### config.mk
export PLATFORM = sky130hd
export DESIGN_NAME = scan_sequencer
export DESIGN_NICKNAME = d
export VERILOG_FILES = /design/src/rtl/scan_pkg.sv /design/src/rtl/scan_ctrl.sv /design/src/rtl/scan_section.sv /design/src/rtl/scan_sequencer.sv
export SDC_FILE = /design/constraint.sdc
export NUM_CORES = 1
export LEC_CHECK = 0
export BUFFER_PORTS_ARGS = -buffer_cell sky130_fd_sc_hd__clkbuf_2
export CORE_MARGIN = 2
export CORE_UTILIZATION = 55
export DETAILED_ROUTE_END_ITERATION = 16
export GPL_TIMING_DRIVEN = 0
export HOLD_SLACK_MARGIN = 0.08
export MAX_ROUTING_LAYER = met4
export PLACE_DENSITY = 0.76
export SYNTH_ARGS = -nofsm -noshare
export SYNTH_HDL_FRONTEND = slang
export SYNTH_SLANG_ARGS = --single-unit
### constraint.sdc
create_clock -name clk -period 2.5 [get_ports clk]
set_input_delay 0.25 -clock clk [delete_from_list [all_inputs] [get_ports clk]]
set_output_delay 0.25 -clock clk [all_outputs]
set_load 0.05 [all_outputs]
### src/rtl/scan_pkg.sv
// Package: shared defaults and the controller phase type for the scan
// sequencer. Assumes nothing beyond IEEE 1800-2017.
package scan_pkg;
    localparam int DEF_SEC_PIX   = 128;
    localparam int DEF_RST_CLKS  = 18;
    localparam int DEF_XFER_CLKS = 4;

    typedef enum logic [1:0] {
        PH_IDLE = 2'd0,
        PH_SCAN = 2'd1,
        PH_XFER = 2'd2
    } scan_phase_e;
endpackage

### src/rtl/scan_ctrl.sv
// Module: scan_ctrl
// Detects start edges, counts scan edges, produces hold and the integrator
// reset window, and enforces the post-scan charge-transfer lockout.
// Assumes: RST_CLKS < 2*SEC_PIX; the scan lasts 2*SEC_PIX+1 edges.
module scan_ctrl
    import scan_pkg::*;
#(
    parameter int SEC_PIX   = DEF_SEC_PIX,
    parameter int RST_CLKS  = DEF_RST_CLKS,
    parameter int XFER_CLKS = DEF_XFER_CLKS
) (
    input  logic clk,
    input  logic rst_n,
    input  logic si_i,
    output logic launch_o,
    output logic hold_o,
    output logic integ_rst_o,
    output logic err_o
);
    localparam int SCAN_LEN = 2 * SEC_PIX;
    localparam int CMAX     = (SCAN_LEN > XFER_CLKS) ? SCAN_LEN : XFER_CLKS;
    localparam int CW       = $clog2(CMAX + 1);

    scan_phase_e   phase;
    logic [CW-1:0] cnt;
    logic          si_q;
    logic          rise;

    // Purpose: a start is a sampled low-to-high transition of the start input.
    assign rise     = si_i && !si_q;
    assign launch_o = rise && (phase == PH_IDLE);

    // Purpose: phase sequencing, edge counting and sticky error capture.
    always_ff @(posedge clk) begin
        if (!rst_n) begin
            phase <= PH_IDLE;
            cnt   <= '0;
            si_q  <= 1'b0;
            err_o <= 1'b0;
        end else begin
            si_q <= si_i;
            if (rise && phase != PH_IDLE) begin
                err_o <= 1'b1;
            end
            unique case (phase)
                PH_IDLE: begin
                    if (rise) begin
                        phase <= PH_SCAN;
                        cnt   <= CW'(1);
                    end
                end
                PH_SCAN: begin
                    if (cnt == CW'(SCAN_LEN)) begin
                        phase <= (XFER_CLKS == 0) ? PH_IDLE : PH_XFER;
                        cnt   <= '0;
                    end else begin
                        cnt <= cnt + CW'(1);
                    end
                end
                PH_XFER: begin
                    if (int'(cnt) == XFER_CLKS - 1) begin
                        phase <= PH_IDLE;
                        cnt   <= '0;
                    end else begin
                        cnt <= cnt + CW'(1);
                    end
                end
                default: begin
                    phase <= PH_IDLE;
                    cnt   <= '0;
                end
            endcase
        end
    end

    // Purpose: decode hold and integrator-reset window from the edge count.
    assign hold_o      = (phase == PH_SCAN) && (cnt == CW'(1));
    assign integ_rst_o = (phase == PH_SCAN) && (cnt <= CW'(RST_CLKS));

    a_r2_hold_single: assert property (@(posedge clk) disable iff (!rst_n)
        hold_o |=> !hold_o);
    a_r3_hold_in_window: assert property (@(posedge clk) disable iff (!rst_n)
        hold_o |-> integ_rst_o);
    a_r8_err_sticky: assert property (@(posedge clk) disable iff (!rst_n)
        err_o |=> err_o);
    a_r7_no_launch_after_launch: assert property (@(posedge clk) disable iff (!rst_n)
        launch_o |=> !launch_o);
endmodule

### src/rtl/scan_section.sv
// Module: scan_section
// One section of the token chain: a start sampled while idle places the
// token on the first pixel; it advances one pixel per edge and leaves after
// the last. Assumes SEC_PIX >= 2.
module scan_section #(
    parameter int SEC_PIX = 128,
    localparam int PW     = $clog2(SEC_PIX)
) (
    input  logic          clk,
    input  logic          rst_n,
    input  logic          start_i,
    output logic          oe_o,
    output logic          so_o,
    output logic [PW-1:0] pos_o
);
    localparam logic [PW-1:0] LAST = PW'(SEC_PIX - 1);

    logic          act;
    logic [PW-1:0] pos;

    // Purpose: load, advance and retire the token.
    always_ff @(posedge clk) begin
        if (!rst_n) begin
            act <= 1'b0;
            pos <= '0;
        end else if (start_i && !act) begin
            act <= 1'b1;
            pos <= '0;
        end else if (act) begin
            if (pos == LAST) begin
                act <= 1'b0;
                pos <= '0;
            end else begin
                pos <= pos + PW'(1);
            end
        end
    end

    // Purpose: expose enable, exit pulse and position.
    assign oe_o  = act;
    assign so_o  = act && (pos == LAST);
    assign pos_o = pos;

    a_r6_so_single: assert property (@(posedge clk) disable iff (!rst_n)
        so_o |=> !so_o);
    a_r4_pos_steps: assert property (@(posedge clk) disable iff (!rst_n)
        (act && pos != '0) |-> (pos == $past(pos) + PW'(1)));
endmodule

### src/rtl/scan_sequencer.sv
// Module: scan_sequencer (top)
// Two chained token sections under one controller. Assumes si2_i is driven
// from so1_o so that the token crosses into section 2.
module scan_sequencer
    import scan_pkg::*;
#(
    parameter int SEC_PIX   = DEF_SEC_PIX,
    parameter int RST_CLKS  = DEF_RST_CLKS,
    parameter int XFER_CLKS = DEF_XFER_CLKS,
    localparam int NSEC     = 2,
    localparam int PW       = $clog2(SEC_PIX),
    localparam int IW       = $clog2(NSEC * SEC_PIX)
) (
    input  logic          clk,
    input  logic          rst_n,
    input  logic          si1_i,
    input  logic          si2_i,
    output logic          so1_o,
    output logic          so2_o,
    output logic          hold_o,
    output logic          integ_rst_o,
    output logic          oe1_o,
    output logic          oe2_o,
    output logic          pix_valid_o,
    output logic [IW-1:0] pix_idx_o,
    output logic          proto_err_o
);
    logic            launch;
    logic [NSEC-1:0] sec_start;
    logic [NSEC-1:0] sec_oe;
    logic [NSEC-1:0] sec_so;
    logic [PW-1:0]   sec_pos [NSEC];

    scan_ctrl #(
        .SEC_PIX  (SEC_PIX),
        .RST_CLKS (RST_CLKS),
        .XFER_CLKS(XFER_CLKS)
    ) ctrl_i (
        .clk        (clk),
        .rst_n      (rst_n),
        .si_i       (si1_i),
        .launch_o   (launch),
        .hold_o     (hold_o),
        .integ_rst_o(integ_rst_o),
        .err_o      (proto_err_o)
    );

    assign sec_start = {si2_i, launch};

    for (genvar g = 0; g < NSEC; g++) begin : g_sec
        scan_section #(.SEC_PIX(SEC_PIX)) sec_i (
            .clk    (clk),
            .rst_n  (rst_n),
            .start_i(sec_start[g]),
            .oe_o   (sec_oe[g]),
            .so_o   (sec_so[g]),
            .pos_o  (sec_pos[g])
        );
    end

    // Purpose: map per-section state to pins and a global pixel index.
    assign oe1_o       = sec_oe[0];
    assign oe2_o       = sec_oe[1];
    assign so1_o       = sec_so[0];
    assign so2_o       = sec_so[1];
    assign pix_valid_o = |sec_oe;
    always_comb begin
        pix_idx_o = '0;
        if (sec_oe[0]) begin
            pix_idx_o = IW'(sec_pos[0]);
        end else if (sec_oe[1]) begin
            pix_idx_o = IW'(SEC_PIX) + IW'(sec_pos[1]);
        end
    end

    a_r5_oe_exclusive: assert property (@(posedge clk) disable iff (!rst_n)
        !(oe1_o && oe2_o));
    a_r4_idx_increments: assert property (@(posedge clk) disable iff (!rst_n)
        (pix_valid_o && $past(pix_valid_o)) |-> (pix_idx_o == $past(pix_idx_o) + IW'(1)));
    a_r10_reset_clears: assert property (@(posedge clk)
        !rst_n |=> (!oe1_o && !oe2_o && !proto_err_o && !hold_o));
endmodule

; Yosys cells after proc, flatten, opt, wreduce, memory -nomap -nowiden
; Cells that the tools add are included.
[op_classes]
addsub = 4
order_cmp = 1
n_eq_ne = 10
n_mux = 18
bitwise_logic = 1
n_reduce_logical = 18
[op_table]
columns = operator, count
row1 = 2-to-1 mux 9 bit, 3
row2 = one-hot mux 9 bit (3 select lines), 1
row3 = 2-to-1 mux 8 bit, 2
row4 = adder 7 x 1 -> 7 bit (second input constant), 2
row5 = equality test 7 bit (second input constant), 2
row6 = 2-to-1 mux 7 bit, 2
row7 = adder 9 x 1 -> 9 bit (second input constant), 1
row8 = equality test 9 x 1 -> 1 bit (second input constant), 1
row9 = equality test 9 x 3 -> 1 bit (second input constant), 1
row10 = equality test 9 bit (second input constant), 1
row11 = less-or-equal comparator 9 x 5 -> 1 bit (second input constant), 1
row12 = logical AND 1 bit, 9
row13 = adder 8 x 7 -> 8 bit (first input constant), 1
row14 = 2-to-1 mux 1 bit, 6
row15 = 2-to-1 mux 2 bit, 3
row16 = inequality test 2 x 1 -> 1 bit (second input constant), 3
row17 = one-hot mux 2 bit (3 select lines), 1
row18 = OR reduction 2 bit, 3
row19 = zero test 1 bit, 3
row20 = AND reduction 3 bit, 1
row21 = equality test 2 x 1 -> 1 bit (second input constant), 1
row22 = equality test 2 bit (second input constant), 1
row23 = zero test 2 bit, 1
row24 = nonzero test 2 bit, 1
row25 = inverter 1 bit, 1
[totals]
register_bits = 29
in_bits = 4
output_inout_bits = 16

; Depth between registers and ports, before layout
; Gate-level depths: netlist of run 1.
[logic_depth]
depth_word = 5
mapped_depth = 7
mapped_depth_nobuf = 6

; By module
; Synthesis of run 1 repeated with hierarchy kept, for this count alone.
[unflattened]
cells_unflattened = 205
hier_area_um2 = 1639.1
[modules_own_cells]
columns = module, n_inst, cells_per_inst, area_per_inst_um2, seq_area_each_um2
row1 = scan_ctrl, 1, 100, 778.2, 260.2
row2 = scan_section, 2, 45, 377.9, 160.2
row3 = scan_sequencer, 1, 15, 105.1, 0.0

; Least setup slack after synthesis of run 1
; Ideal clock, no wire load.
[synth_path]
path_kind = register to output
startpoint = register ctrl_i.cnt[5]
endpoint = output port integ_rst_o
t_arrival_ps = 3206
slack_ps = -956
stages_incl_launch_ff = 3
path_buffers = 0
cell_sequence = dfxtp_1 -> or3_4 -> a2111oi_0
[synth_via]
elab_chain_cells = 2
[synth_lines]
columns = element, line
row1 = start: declaration, scan_ctrl.sv:25  ; logic [CW-1:0] cnt;
row2 = start signal: assignment, scan_ctrl.sv:57  ; cnt <= cnt + CW'(1);
row3 = start signal: assignment, scan_ctrl.sv:65  ; cnt <= cnt + CW'(1);
row4 = less-or-equal comparator 9 x 5 -> 1 bit, scan_ctrl.sv:78  ; assign integ_rst_o = (phase == PH_SCAN) && (cnt <= CW'(RST_CLKS));
row5 = logical AND 1 bit, scan_ctrl.sv:78
row6 = end: declaration, scan_sequencer.sv:21  ; output logic integ_rst_o,
; Every way passes these cells.

; Final worst setup path of run 1
[layout_path]
startpoint = register g_sec[0].sec_i.act
endpoint = output port pix_idx_o[1]
[layout_via]
elab_chain_cells = 1
[layout_lines]
columns = element, line
row1 = start: declaration, scan_section.sv:18  ; logic act;
row2 = start signal: assignment, scan_section.sv:24  ; act <= 1'b0;
row3 = start signal: assignment, scan_section.sv:27  ; act <= 1'b1;
row4 = start signal: assignment, scan_section.sv:31  ; act <= 1'b0;
row5 = 2-to-1 mux 8 bit, scan_sequencer.sv:69  ; if (sec_oe[0]) begin
row6 = end: declaration, scan_sequencer.sv:25  ; output logic [IW-1:0] pix_idx_o,
; Every way passes these cells.

==> impl_metrics.yaml, run 1 <==
outcome:
  status: "finished clean"
layout:
  stdcell_area_sq_um: 1850
  final_nets: 243
  area_delta_synth_final_pct: 13.2
  drive_gt1_frac: 0.162
  antenna_cells: 0
  post-route-util: 0.667
  n_fill_cell: 248
power:
  ir_drop_mv: 0.465
  p_clk_frac: 0.338
  p_sw_mw: 0.280
  power-per-cell-area_nw_per_um2: 518
  power_frac_seq: 0.509
  swShare: 0.291
  p_int_mw: 0.681
  p_comb_frac: 0.153
  leakage_nw: 0.726
floorplan:
  die-area_sq_um: 3430
  num_io_pins: 20
  core_sq_um: 2780
  die_x_um: 58.6
  start_util: 0.589
  die_h_um: 58.6
  num_rows: 19
sta:
  timing.slew.headroom: 0.713
  skew_ns: 0.00531
  drv_slew: 0
  hold_viol: 0
  worst_pin_slew_ns: 0.430
  period_needed_ns: 2.27
  grt_setup_unrepaired: "no"
  tns_ns: 0
  holdWs_ns: 0.153
  finalSetupViolCount: 0
  max_freq_mhz: 441
  fin_crit_sh: 0.906
synthesis:
  ys_ff_latch: 29
  synth_warnings: 0
  async_flop_share: 0
  synth.yosys.seq_area_share: 0.354
  synth_fp_nets: 217
  syn-cell-area_sq_um: 1640
  synth_flop_cell: "dfxtp_1"
  synth_cell_types: 42
  synth_edf_count: 0
  syn_area_per_cell_sq_um: 7.91
  syn_inst: 207
critical_path:
  slowest_stage: "dfxtp_1"
  crit_family: "buffers and inverters"
  r2r-start: "ctrl_i.cnt[1]"
  r2r_slack_ns: 0.53
  cp.required_ns: 2.25
  path_common_cell: "clkbuf_1"
  cp_data_arrival_time_ns: 2.02
  crit_path_start_kind: "register"
  path_cells: "clkbuf_1, clkbuf_1, nand2_1, o21ai_1, clkbuf_2"
  max_stage_delay_ns: 0.49
  cp_max_fo: 10
  crit_type: "reg -> out"
  worst_setup_path_end_kind: "primary output"
  crit_buf_inv: 3
  rr_endpoint: "ctrl_i.cnt[7]"
  reg2regPathDepth: 7
grt:
  grt_max_degree: 11
  grt_pass1_wl_um: 6380
  grt-ovfl-total: 0
  antenna_found_initial: 0
  grt.total_usage: 0.249
  grt_pass1_vias: 1456
drt:
  routed_via_density: 5.89
  via_count: 1560
  dr.pass1.iters: 4
  ant_nets: 0
  drt_iter0_markers: 102
  wl_per_cell_um: 14.1
  drc: 0
  wl_um: 3740
clocking:
  path_clk_slew_ns: 0.09
  htree_levels: 2
  cts_hold_buf: 0
  cts_root_buffer: "clkbuf_4"
  cts.sinks: 29
  max-clock-path-buffers: 2
  post_cts_buffers: 0
  postCtsResizedCells: 0
  cts_tree: "built"
  cts_inserted_buffers: 5
  insertion_delay_ns: 0.33
job:
  maxCapViolCount: 0
placed_design:
  hpwl_um: 2720
  placed_area_sq_um: 1780
  io_buffers: 19
  place_congestion: 0.955
hold_path:
  hold-path-cell-count: 2
  min_from: "si1_i"
  min_to: "ctrl_i.si_q"
  hold_class: "in -> reg"
[cell families after synthesis]
kind of cell / Yosys count / share of synthesized area
compound gates: 39 / 0.162
simple gates: 106 / 0.312
buf+inv: 12 / 0.0374
flops: 29 / 0.354
mux: 7 / 0.0451
xor+xnor: 8 / 0.0428
fa+ha+maj: 6 / 0.0458
[routing by layer]
| layer | global-route usage | vias to the layer above | routed length [um] |
|---|---|---|---|
| met3 | 0.0615 | 8 | 150 |
| met2 | 0.372 | 36 | 1700 |
| met4 | 0.0942 | 0 | 53 |
| li1 | - | 783 | - |
| met1 | 0.325 | 733 | 1840 |
| met5 | - | - | 0 |
[state kept, by name, summed over array words and instances (netlist names)]
| register | cells |
|---|---|
| ctrl_i.phase | 2 |
| g_sec.sec_i.oe_o | 2 |
| ctrl_i.cnt | 9 |
| ctrl_i.si_q | 1 |
| ctrl_i.err_o | 1 |
| g_sec.sec_i.pos_o | 14 |
[power by group through the flow]
stage | clock, mW | combinational (mW) | sequential [mW]
6_report | 0.325 | 0.147 | 0.489
5_1_grt | 0.352 | 0.161 | 0.491
4_1_cts | 0.333 | 0.147 | 0.488
3_5_place_dp | 0 | 0.146 | 0.499
3_3_place_gp | 0 | 0.143 | 0.498
2_1_floorplan | 0 | 0.102 | 0.508
[worst max-delay path by stage]
stage	start	end	slack, ns	depth (start not counted)
5_1_grt	g_sec[0].sec_i.oe_o	pix_idx_o[0]	0.07	5
3_3_place_gp	ctrl_i.cnt[0]	ctrl_i.cnt[3]	0.60	6
6_report	g_sec[0].sec_i.oe_o	pix_idx_o[1]	0.23	5
4_1_cts	g_sec[0].sec_i.oe_o	pix_idx_o[1]	0.22	5
2_1_floorplan	g_sec[1].sec_i.oe_o	pix_idx_o[3]	0.1	3
3_5_place_dp	ctrl_i.cnt[1]	ctrl_i.cnt[3]	0.59	6
[cells in the final DEF, fill, tap and decap left out, types with 2 or more instances in the layout]
cell	count
buf_6	2
o21ai_1	5
nand3_1	11
nand2_1	30
inv_1	4
a41o_1	2
nand4_1	5
mux2i_1	4
nor2b_1	4
ha_1	6
o211ai_1	3
dfxtp_1	29
nor3_1	7
o21ai_0	8
xnor2_1	3
clkbuf_4	5
mux2_2	3
and3_1	6
or2_1	2
a31oi_1	3
clkbuf_1	5
and2_1	3
nand2b_1	4
nor2_1	27
clkbuf_2	19
a21oi_1	9
clkbuf_8	2
xor2_1	5
[cell type report]
type	count	area [sq um]	area share
inverters	4	15.0	0.00810
plain buffers	8	46.3	0.0250
clock buffers	7	65.1	0.0351
multi-input cells	166	1010	0.544
repair buffers	19	95.1	0.0513
well taps	31	38.8	0.0209
clock inverters	1	5.00	0.00270
flip-flops and latches	29	581	0.313
[stage by stage]
step	total power, mW	std cells	setup WS, ns
2_1_floorplan	0.610	207	0.0968
3_3_place_gp	0.641	257	0.602
3_5_place_dp	0.645	257	0.585
4_1_cts	0.968	265	0.222
5_1_grt	1.00	265	0.0726
6_report	0.961	265	0.235
[synthesized netlist by cell type, types with 2 or more instances]
cell | instances | area (sq um)
and2_1 | 3 | 18.8
a41o_1 | 2 | 20.0
nand2_1 | 30 | 113
clkbuf_1 | 5 | 18.8
mux2i_1 | 4 | 40.0
nand2b_1 | 4 | 25.0
o21ai_1 | 5 | 25.0
a21oi_1 | 9 | 45.0
buf_6 | 2 | 22.5
xor2_1 | 5 | 43.8
xnor2_1 | 3 | 26.3
ha_1 | 6 | 75.1
or2_1 | 2 | 12.5
inv_1 | 4 | 15.0
dfxtp_1 | 29 | 581
o211ai_1 | 3 | 22.5
nand4_1 | 5 | 31.3
nor2b_1 | 4 | 25.0
o21ai_0 | 8 | 40.0
a31oi_1 | 3 | 18.8
and3_1 | 6 | 37.5
mux2_2 | 3 | 33.8
nor3_1 | 7 | 35.0
nor2_1 | 27 | 101
nand3_1 | 11 | 55.1
Note: power is estimated with default switching activity, not from simulation.
==> run 2, diff against run 1 <==
Settings changed: CORE_UTILIZATION 55 to 25, PLACE_DENSITY 0.76 to not set.
==> run 2 against run 1 <==
Net effect:
- combinational power hardly changed
- critical path depth stayed put
- first-iteration DRC count increased by 11%
- worst setup slack better by 0.055 ns
- largest power group is now the clock network
- highest routed layer unchanged
==> impl_metrics.yaml, run 2 (synthesis gave the netlist of run 1 again) <==
outcome:
  status: "finished clean"
clocking:
  cts_hold_buf: 0
  cts_tree: "built"
  path_clk_slew_ns: 0.06
  insertion_delay_ns: 0.28
  max-clock-path-buffers: 2
  postCtsResizedCells: 0
  post_cts_buffers: 0
  htree_levels: 2
  cts.sinks: 29
  cts_root_buffer: "clkbuf_8"
  cts_inserted_buffers: 5
power:
  p_comb_frac: 0.130
  p_clk_frac: 0.441
  ir_drop_mv: 0.323
  leakage_nw: 0.743
  p_int_mw: 0.843
  power-per-cell-area_nw_per_um2: 581
  power_frac_seq: 0.430
  swShare: 0.259
  p_sw_mw: 0.295
hold_path:
  hold_class: "in -> reg"
  min_from: "si1_i"
  hold-path-cell-count: 2
  min_to: "ctrl_i.si_q"
sta:
  grt_setup_unrepaired: "no"
  max_freq_mhz: 452
  hold_viol: 0
  timing.slew.headroom: 0.708
  tns_ns: 0
  fin_crit_sh: 0.884
  skew_ns: 0.00578
  finalSetupViolCount: 0
  period_needed_ns: 2.21
  worst_pin_slew_ns: 0.438
  holdWs_ns: 0.211
  drv_slew: 0
floorplan:
  num_io_pins: 20
  die_x_um: 84.9
  num_rows: 29
  die_h_um: 84.9
  core_sq_um: 6350
  die-area_sq_um: 7210
  start_util: 0.258
critical_path:
  path_cells: "clkbuf_1, clkbuf_1, nand2_1, o21ai_0, clkbuf_2"
  cp.required_ns: 2.25
  reg2regPathDepth: 7
  rr_endpoint: "ctrl_i.cnt[1]"
  slowest_stage: "dfxtp_1"
  r2r-start: "ctrl_i.cnt[1]"
  worst_setup_path_end_kind: "primary output"
  cp_data_arrival_time_ns: 1.96
  max_stage_delay_ns: 0.50
  crit_path_start_kind: "register"
  path_common_cell: "clkbuf_1"
  cp_max_fo: 10
  r2r_slack_ns: 0.55
  crit_type: "reg -> out"
grt:
  grt_max_degree: 11
  grt_pass1_vias: 1486
  grt.total_usage: 0.118
  grt_pass1_wl_um: 6740
  grt-ovfl-total: 0
  antenna_found_initial: 0
drt:
  drt_iter0_markers: 113
  dr.pass1.iters: 6
  via_count: 1537
  ant_nets: 0
  wl_per_cell_um: 12.2
  routed_via_density: 4.94
  drc: 0
  wl_um: 3810
layout:
  n_fill_cell: 679
  antenna_cells: 0
  final_common_cell: "nand2_1"
  drive_gt1_frac: 0.158
  final_nets: 243
  stdcell_area_sq_um: 1960
  final_cell_mix: "30 x nand2_1, 29 x dfxtp_1, 27 x nor2_1"
  post-route-util: 0.308
  area_delta_synth_final_pct: 19.6
  largest_reg_flops: 14
placed_design:
  io_buffers: 19
  place_congestion: 0.791
  hpwl_um: 2750
  placed_area_sq_um: 1840
job:
  maxCapViolCount: 0
==> run 2: cell count changes in the layout (fill, tap and decap cells not counted) <==
cell / change
clkbuf_1: +1
bufinv_16: +1
clkbuf_8: +4
clkbuf_4: -5
clkinv_2: -1
==> run 2: area by class of cell <==
type,count,area (sq um),area share
repair buffers,19,95.1,0.0486
multi-input cells,166,1010,0.515
flip-flops and latches,29,581,0.296
plain buffers,8,46.3,0.0236
clock buffers,7,86.3,0.0441
clock inverters,1,30.0,0.0153
well taps,77,96.3,0.0492
inverters,4,15.0,0.00767
==> run 2: how the worst max path moves through the flow <==
stage	from	endpoint	slack [ns]
3_5_place_dp	ctrl_i.cnt[1]	ctrl_i.cnt[1]	0.56
6_report	g_sec[0].sec_i.oe_o	pix_idx_o[4]	0.29
3_3_place_gp	ctrl_i.cnt[1]	ctrl_i.cnt[1]	0.58
4_1_cts	g_sec[0].sec_i.oe_o	pix_idx_o[4]	0.31
2_1_floorplan	g_sec[1].sec_i.oe_o	pix_idx_o[3]	0.1
5_1_grt	g_sec[0].sec_i.oe_o	pix_idx_o[0]	0.09
==> run 2: worst max-delay path: cells and delay by family (launching register included) <==
kind / cells / cell delay [ns]
AO/OA/AOI/OAI: 1 / 0.08
buffers and inverters: 3 / 1.00
flip-flops: 1 / 0.50
AND/OR/NAND/NOR: 1 / 0.10
==> run 2: per-layer routing <==
metal  vias up  share of wire  global-route usage
met1       716           0.48               0.147
met3         4          0.028              0.0253
li1        782              -                   -
met4         0          0.017              0.0563
met2        35           0.47               0.181
met5         -              0                   -
==> run 2: power by group through the flow <==
stage                     Combinational, mW  Sequential, mW  Clock [mW]
after global routing                  0.163           0.492       0.539
after floorplan                       0.102           0.508           0
after global placement                0.148           0.499           0
after CTS                             0.148           0.489       0.514
after detailed placement              0.148           0.499           0
final                                 0.147           0.489       0.502
==> run 2: per-stage QoR <==
| step | std cells | setup slack [ns] | total power, mW |
|---|---|---|---|
| floorplan | 207 | 0.0968 | 0.610 |
| global placement | 303 | 0.585 | 0.647 |
| detailed placement | 303 | 0.565 | 0.647 |
| CTS | 311 | 0.308 | 1.15 |
| global route | 311 | 0.0887 | 1.19 |
| finish | 311 | 0.290 | 1.14 |
==> run 3, diff against run 2 <==
Settings changed: CORE_ASPECT_RATIO set to 1.2.
==> run 3 against run 2 <==
Net effect:
- global-route usage barely moved
- highest routed layer unchanged
- total power fell by 6.3%
- fmax rose by 2.7%
- design area fell by 0.26%
==> impl_metrics.yaml, run 3 (synthesis gave the netlist of run 1 again) <==
outcome:
  status: "finished clean"
drt:
  ant_nets: 0
  wl_um: 3770
  wl_per_cell_um: 11.8
  dr.pass1.iters: 4
  routed_via_density: 4.79
  via_count: 1529
  drc: 0
  drt_iter0_markers: 45
power:
  p_sw_mw: 0.299
  p_comb_frac: 0.138
  p_int_mw: 0.767
  swShare: 0.281
  leakage_nw: 0.739
  power_frac_seq: 0.459
  p_clk_frac: 0.403
  ir_drop_mv: 0.183
  power-per-cell-area_nw_per_um2: 546
clocking:
  htree_levels: 2
  post_cts_buffers: 0
  insertion_delay_ns: 0.28
  cts_hold_buf: 0
  cts_inserted_buffers: 5
  path_clk_slew_ns: 0.07
  postCtsResizedCells: 0
  cts.sinks: 29
  cts_tree: "built"
  cts_root_buffer: "clkbuf_8"
  max-clock-path-buffers: 2
critical_path:
  cp_max_fo: 10
  worst_setup_path_end_kind: "primary output"
  crit_type: "reg -> out"
  cp.required_ns: 2.25
  path_cells: "clkbuf_1, clkbuf_1, nand2_1, o21ai_1, clkbuf_2"
  r2r-start: "ctrl_i.cnt[1]"
  crit_buf_inv: 3
  rr_endpoint: "ctrl_i.cnt[1]"
  cp_data_arrival_time_ns: 1.90
  reg2regPathDepth: 7
  r2r_slack_ns: 0.55
  path_common_cell: "clkbuf_1"
  crit_family: "buffers and inverters"
  crit_path_start_kind: "register"
  crit_path_start: "g_sec[0].sec_i.oe_o"
  max_stage_delay_ns: 0.47
  slowest_stage: "dfxtp_1"
layout:
  area_delta_synth_final_pct: 19.3
  final_nets: 243
  final_common_cell: "nand2_1"
  antenna_cells: 0
  drive_gt1_frac: 0.162
  fin_cells: 319
  largest_reg_flops: 14
  final_cell_mix: "30 x nand2_1, 29 x dfxtp_1, 27 x nor2_1"
grt:
  antenna_found_initial: 0
  grt_pass1_vias: 1458
  grt_max_degree: 11
  grt-ovfl-total: 0
  grt.total_usage: 0.118
  grt_pass1_wl_um: 6720
sta:
  max_freq_mhz: 465
  grt_setup_unrepaired: "no"
  period_needed_ns: 2.15
  worst_pin_slew_ns: 0.439
  skew_ns: 0.00631
  tns_ns: 0
  holdWs_ns: 0.214
  drv_slew: 0
  hold_viol: 0
  fin_crit_sh: 0.861
  finalSetupViolCount: 0
  timing.slew.headroom: 0.707
floorplan:
  start_util: 0.257
  die-area_sq_um: 7220
  num_io_pins: 20
  die_x_um: 77.9
  num_rows: 32
  core_sq_um: 6370
  die_h_um: 92.7
hold_path:
  hold_class: "in -> reg"
  hold-path-cell-count: 2
  min_to: "ctrl_i.si_q"
  min_from: "si1_i"
job:
  maxCapViolCount: 0
placed_design:
  hpwl_um: 2830
  io_buffers: 19
  place_congestion: 0.845
  place_inst: 311
run 3: area by class of cell:
cell class / instances / area (sq um)
plain buffers: 8 / 46.3
clock buffers: 7 / 96.3
clock inverters: 1 / 5.00
fillers: 702 / 4410
inverters: 4 / 15.0
multi-input cells: 166 / 1010
flip-flops and latches: 29 / 581
well taps: 85 / 106
repair buffers: 19 / 95.1
run 3: worst register-to-register path: cells and delay by family, from the launching register on:
| family | cells | cell delay [ns] |
|---|---|---|
| compound gates | 3 | 0.68 |
| flops | 1 | 0.47 |
| fa+ha+maj | 1 | 0.33 |
| buf+inv | 2 | 0.30 |
| simple gates | 1 | 0.06 |
run 3: per-stage QoR:
step,utilization,setup WS (ns),power [mW],cell area [sq um]
after floorplan,-,0.0968,0.610,1650
after global placement,0.291,0.604,0.645,1850
after detailed placement,0.291,0.573,0.648,1850
after CTS,0.307,0.315,1.09,1950
after global routing,0.307,0.151,1.12,1950
final,0.307,0.347,1.07,1950
run 3: how the worst max path moves through the flow:
stage | to | slack, ns | cells after the start
finish | pix_idx_o[1] | 0.35 | 5
global route | pix_idx_o[3] | 0.15 | 5
global placement | ctrl_i.cnt[5] | 0.60 | 7
floorplan | pix_idx_o[3] | 0.1 | 3
CTS | pix_idx_o[1] | 0.32 | 5
detailed placement | ctrl_i.cnt[7] | 0.57 | 7
run 3: layer usage:
layer / wire length [um] / share of wire / global-route usage
met3: 156 / 0.041 / 0.0361
met4: 15 / 0.0040 / 0.0417
met1: 1790 / 0.47 / 0.141
met2: 1810 / 0.48 / 0.186
met5: 0 / 0 / -
run 3: power groups by stage:
stage	logic (mW)	registers, mW	clock network, mW
floorplan	0.102	0.508	0
global placement	0.146	0.499	0
detailed placement	0.148	0.500	0
CTS	0.149	0.489	0.447
global route	0.163	0.491	0.469
finish	0.148	0.489	0.430
